===== src/rtl/pcnx_pkg.sv =====
package pcnx_pkg;
    localparam int PCNX_PC_W   = 15;
    localparam int PCNX_PAGE_W = 12;
    localparam int PCNX_BYTE_W = 8;
    localparam int PCNX_REL_W  = 6;
    localparam int PCNX_KIND_W = 3;
    localparam int PCNX_LEN_W  = 2;

    typedef enum logic [PCNX_KIND_W-1:0] {
        XF_SEQ   = 3'd0,
        XF_LONG  = 3'd1,
        XF_PAGE  = 3'd2,
        XF_REL   = 3'd3,
        XF_ACCJ  = 3'd4,
        XF_TBLPC = 3'd5,
        XF_RET   = 3'd6,
        XF_SPARE = 3'd7
    } xfer_e;
endpackage


===== src/rtl/pcnx_step_add.sv =====
module pcnx_step_add #(
    parameter int PC_W  = 15,
    parameter int LEN_W = 2
) (
    input  logic [PC_W-1:0]  base,
    input  logic [LEN_W-1:0] len,
    output logic [PC_W-1:0]  sum
);
    localparam int PAD_W = PC_W - LEN_W;

    always_comb begin
        sum = base + {{PAD_W{1'b0}}, len};
    end
endmodule


===== src/rtl/pcnx_rel_add.sv =====
module pcnx_rel_add #(
    parameter int PC_W  = 15,
    parameter int REL_W = 6
) (
    input  logic [PC_W-1:0]  base,
    input  logic [REL_W-1:0] off,
    output logic [PC_W-1:0]  tgt,
    output logic             is_zero
);
    localparam int EXT_W = PC_W - REL_W;

    logic [PC_W-1:0] off_ext;

    always_comb begin
        off_ext = {{EXT_W{off[REL_W-1]}}, off};
        tgt     = base + off_ext;
        is_zero = (off == '0);
    end
endmodule


===== src/rtl/pcnx_page_join.sv =====
module pcnx_page_join #(
    parameter int PC_W  = 15,
    parameter int LOW_W = 8
) (
    input  logic [PC_W-1:0]  base,
    input  logic [LOW_W-1:0] low,
    output logic [PC_W-1:0]  joined
);
    generate
        if (LOW_W >= PC_W) begin : g_full
            assign joined = low[PC_W-1:0];
        end else begin : g_keep
            assign joined = {base[PC_W-1:LOW_W], low};
        end
    endgenerate
endmodule


===== src/rtl/pcnx_unit.sv =====
module pcnx_unit
    import pcnx_pkg::*;
#(
    parameter int PC_W   = PCNX_PC_W,
    parameter int PAGE_W = PCNX_PAGE_W,
    parameter int BYTE_W = PCNX_BYTE_W,
    parameter int REL_W  = PCNX_REL_W
) (
    input  logic                   clk,
    input  logic                   rst_n,
    input  logic                   adv,
    input  logic [PCNX_KIND_W-1:0] kind,
    input  logic [PCNX_LEN_W-1:0]  ilen,
    input  logic [PC_W-1:0]        imm,
    input  logic [BYTE_W-1:0]      acc,
    input  logic [BYTE_W-1:0]      tbl_byte,
    input  logic [PC_W-1:0]        ret_addr,
    output logic [PC_W-1:0]        pc,
    output logic [PC_W-1:0]        next_pc,
    output logic [PC_W-1:0]        tbl_addr,
    output logic                   rel_illegal
);
    typedef struct packed {
        logic [PC_W-1:0] pc;
        logic            ill;
    } pc_state_t;

    pc_state_t st_d, st_q;

    logic [PC_W-1:0] seq_tgt, rel_tgt, page_tgt, accj_tgt, tblpc_tgt, tbla_tgt;
    logic            rel_zero;
    xfer_e           kind_e;

    assign kind_e = xfer_e'(kind);

    pcnx_step_add #(.PC_W(PC_W), .LEN_W(PCNX_LEN_W)) u_step (
        .base(st_q.pc), .len(ilen), .sum(seq_tgt)
    );

    pcnx_rel_add #(.PC_W(PC_W), .REL_W(REL_W)) u_rel (
        .base(st_q.pc), .off(imm[REL_W-1:0]), .tgt(rel_tgt), .is_zero(rel_zero)
    );

    pcnx_page_join #(.PC_W(PC_W), .LOW_W(PAGE_W)) u_page (
        .base(st_q.pc), .low(imm[PAGE_W-1:0]), .joined(page_tgt)
    );

    pcnx_page_join #(.PC_W(PC_W), .LOW_W(BYTE_W)) u_accj (
        .base(st_q.pc), .low(acc), .joined(accj_tgt)
    );

    pcnx_page_join #(.PC_W(PC_W), .LOW_W(BYTE_W)) u_tblpc (
        .base(st_q.pc), .low(tbl_byte), .joined(tblpc_tgt)
    );

    pcnx_page_join #(.PC_W(PC_W), .LOW_W(BYTE_W)) u_tbla (
        .base(st_q.pc), .low(acc), .joined(tbla_tgt)
    );

    always_comb begin
        st_d.ill = 1'b0;
        unique case (kind_e)
            XF_LONG:  st_d.pc = imm;
            XF_PAGE:  st_d.pc = page_tgt;
            XF_REL: begin
                if (rel_zero) begin
                    st_d.pc  = seq_tgt;
                    st_d.ill = 1'b1;
                end else begin
                    st_d.pc = rel_tgt;
                end
            end
            XF_ACCJ:  st_d.pc = accj_tgt;
            XF_TBLPC: st_d.pc = tblpc_tgt;
            XF_RET:   st_d.pc = ret_addr;
            default:  st_d.pc = seq_tgt;
        endcase
    end

    always_ff @(posedge clk or negedge rst_n) begin
        if (!rst_n) begin
            st_q <= '0;
        end else if (adv) begin
            st_q <= st_d;
        end
    end

    assign pc          = st_q.pc;
    assign next_pc     = st_d.pc;
    assign tbl_addr    = tbla_tgt;
    assign rel_illegal = st_d.ill;
endmodule


===== config.mk =====
export PLATFORM = sky130hd
export DESIGN_NAME = pcnx_unit
export DESIGN_NICKNAME = d
export VERILOG_FILES = /design/src/rtl/pcnx_pkg.sv /design/src/rtl/pcnx_step_add.sv /design/src/rtl/pcnx_rel_add.sv /design/src/rtl/pcnx_page_join.sv /design/src/rtl/pcnx_unit.sv
export SDC_FILE = /design/constraint.sdc
export NUM_CORES = 1
export LEC_CHECK = 0
export BUFFER_PORTS_ARGS = -buffer_cell sky130_fd_sc_hd__buf_2
export CAP_MARGIN = 25
export CORE_MARGIN = 1.5
export CORE_UTILIZATION = 30
export DETAILED_ROUTE_END_ITERATION = 12
export GPL_TIMING_DRIVEN = 0
export PLACE_DENSITY = 0.62
export SYNTH_ARGS = -nofsm -noshare
export SYNTH_HDL_FRONTEND = slang
export SYNTH_SLANG_ARGS = --single-unit

===== constraint.sdc =====
create_clock -name clk -period 3.6 [get_ports clk]
set_input_delay 0.54 -clock clk [delete_from_list [all_inputs] [get_ports clk]]
set_output_delay 0.54 -clock clk [all_outputs]
set_load 0.01 [all_outputs]

==> out/metrics.yaml <==
syn-num-nets: 398
first_pass_iters: 5
fin_util_pct: 39.16
worstMarginPinSlew_ns: 0.7698
fin_crit_ns: 3.404
fmax_ghz: 0.2938
ys_async_sr_fraction_pct: 100.0
p_clk_share_pct: 11.1
intPower_w: 0.0007155
top_usage_layer: "met2"
synth_top_area_cell: "dfrtp_1"
clk_latency_ns: 0.26
syn_inst: 326
finalSetupTns_ns: 0
die-area_sq_um: 8942
dp_hpwl_um: 7099
cp.arrival_ns: 2.86
end_kind: "output port"
cts.sinks: 15
final.fill_count: 864
die_y_um: 94.56
grt_usage_pct: 19.52
ys_seq_area_share_pct: 14.93
vias_per_cell: 5.426
met2_usage_pct: 32.67
path_class: "reg -> out"
relSlewSlack_pct: 48.68
grtUsageMet1_pct: 26.56
wl_per_cell_um: 16.77
p_leak_nw: 1.502
synth_cell_types: 51
crit_top_cell: "a31oi_1"
clock_path_buffers: 2
avgSynthCellArea_sq_um: 7.714
vdd_drop_max_mv: 0.1410
p_per_area_nw_per_um2: 430.2
antenna_found_initial: 0
path_cells: "ha_1 -> a21oi_1 -> a31oi_1 -> o21a_1 -> or3_1 -> a31oi_1 -> o21ai_0 -> buf_2"
multi_input_area_sq_um: 1937
rsz0062_at_grt: "false"
fin_skew_ns: 0.004048
cts_tree: "built"
dieWidth_um: 94.56
gp_congestion: 0.8940
pwr-share-comb_pct: 67.1
htreeDepth: 1
status: "finished clean"
syn-cell-area_sq_um: 2515
portBuffers: 98
grt_max_degree: 17
use_met3_pct: 1.771
largest_reg_flops: 15
p_seq_share_pct: 21.8
yosysWarnings: 0
crit_slowest_cell: "dfrtp_1"
p_sw_w: 0.0006619
setup_viol: 0
finalCritPeriodShare_pct: 94.55
antenna_cells: 0
synth.top_cell.area_share_pct: 14.93
critPathRequiredTime_ns: 3.06
switching_share_pct: 48.06
vias: 2892
synth_edf_count: 0
path_buf_inv: 1
seq_area_sq_um: 375.4
drt_drc_violations_left: 0
hold_viol: 0
numCtsBuffers: 3
drt-total-wl_um: 8937
grt_overflow: 0
io-pin-count: 100
coreArea_sq_um: 8175
cp_slowest_stage_delay_ns: 0.45
hold_class: "in -> async"
synth.area.top_cells: "dfrtp_1, ha_1, mux2_2"
root_buffer: "clkbuf_8"
initial_core_util_pct: 30.76
ys_ff_latch: 15
cp-start-kind: "register"
grt_pass1_wl_um: 13520
num-nets-final: 501
first_global_vias: 2708
path_clk_slew_ns: 0.08
area_growth_pct: 27.31
core.rowCount: 33
critical-path-top-delay-family: "compound AO/OA/AOI/OAI gates"
ys.flop_type: "dfrtp_1"
maxCapViolations: 0
antenna_left: 0
hold_buffers: 0
drive_above_1_share_pct: 32.48
cp_max_fo: 6
drv_slew: 0
drt_iter0_markers: 169
==> layout make-up <==
| type | instances | area share (%) |
|---|---|---|
| Inverter | 9 | 1.055 |
| Tap cell | 105 | 4.103 |
| Buffer | 33 | 5.901 |
| Timing Repair Buffer | 98 | 15.32 |
| Multi-Input combinational cell | 269 | 60.49 |
| Clock buffer | 4 | 1.407 |
| Sequential cell | 15 | 11.72 |
==> cells in the final DEF, fill, tap and decap left out, types with 2 or more instances in the layout <==
master / count
or3_1: 3
a22oi_1: 13
a221oi_1: 3
a211oi_1: 2
a31oi_1: 5
clkbuf_1: 16
nand3_1: 9
o221ai_1: 2
buf_4: 15
and3_1: 5
mux2i_1: 8
a21o_1: 6
ha_1: 16
xnor2_1: 13
dfrtp_1: 15
o21ai_0: 21
clkbuf_8: 3
o21a_1: 3
nor2b_1: 13
o211ai_1: 2
and4_1: 3
mux2_2: 14
a221o_1: 5
xor2_1: 11
nand2_1: 19
buf_2: 99
inv_1: 9
o22ai_1: 11
nor3_1: 3
nand4_1: 5
o22a_1: 2
a21oi_1: 28
nor2_1: 19
fa_1: 2
nand2b_1: 6
==> worst reg2reg max path: stages (launching register included) <==
cell	delay (ns)
dfrtp_1	0.45
ha_1	0.38
a21oi_1	0.38
a31oi_1	0.27
a221oi_1	0.34
xnor2_1	0.13
a221o_1	0.31
a22o_1	0.23
==> logic make-up after synthesis <==
logic type / synth area share (%)
flip-flops: 14.93
AND/OR/NAND/NOR: 19.35
XOR/XNOR: 8.358
multiplexers: 9.453
AO/OA/AOI/OAI: 29.50
buffers and inverters: 8.855
adder cells (fa/ha/maj): 9.552
==> power groups by stage <==
stage | clock network, W | logic, W | registers (W)
6_report | 0.000153 | 0.000924 | 0.000300
5_1_grt | 0.000163 | 0.00103 | 0.000310
4_1_cts | 0.000160 | 0.000920 | 0.000298
3_5_place_dp | 0 | 0.000911 | 0.000301
3_3_place_gp | 0 | 0.000897 | 0.000298
2_1_floorplan | 0 | 0.000619 | 0.000296
==> synth_stat cells (3+ instances only) <==
master	instances
and4_1	3
nand2_1	19
nor2b_1	13
nor2_1	19
inv_1	9
a221oi_1	3
nand3_1	9
mux2i_1	8
buf_4	15
o21ai_0	21
a211oi_1	3
a22oi_1	13
nor3_1	3
dfrtp_1	15
or3_1	3
a21o_1	6
a31oi_1	6
xnor2_1	13
o21a_1	3
a221o_1	5
and3_1	5
mux2_2	14
o22ai_1	11
nand2b_1	6
nand4_1	5
xor2_1	11
clkbuf_1	15
ha_1	16
a21oi_1	28
==> final timing paths <==
path / from / to / slack [ns] / cells past startpoint
min in group clk: pc[0]$_DFFE_PN0P_ / pc[0]$_DFFE_PN0P_ / 0.58 / 1
max in group asynchronous: rst_n / pc[1]$_DFFE_PN0P_ / 3.07 / 1
worst min-delay path: rst_n / pc[12]$_DFFE_PN0P_ / 0.21 / 1
worst min register to register: pc[0]$_DFFE_PN0P_ / pc[0]$_DFFE_PN0P_ / 0.58 / 1
worst max-delay path: pc[4]$_DFFE_PN0P_ / next_pc[7] / 0.20 / 8
worst max register to register: pc[4]$_DFFE_PN0P_ / pc[11]$_DFFE_PN0P_ / 1.02 / 7
==> through the flow <==
stage,hold slack [ns],worst slack [ns],std cells,area (sq um),total power (W)
finish,0.2135,0.1963,533,3202,0.001377
global placement,0.4918,0.05828,529,3137,0.001195
global route,0.2298,0.07126,533,3202,0.001503
detailed placement,0.5023,0.03893,529,3137,0.001212
CTS,0.2203,0.08850,533,3187,0.001377
floorplan,0.2444,0.6807,326,2515,0.0009154
==> metal layers <==
layer,wire (um),vias up
met4,106,0
met2,4131,118
met5,0,-
met3,580,8
li1,-,1416
met1,4118,1350
==> what timing repair did <==
action / 4_1_cts / 5_1_grt
buffers inserted: 0 / 0
pin swaps: 0 / 0
endpoints found under the setup margin: 1 / 2
gates resized for setup: 1 / 2
No activity file was read; power rests on OpenSTA's default activity.
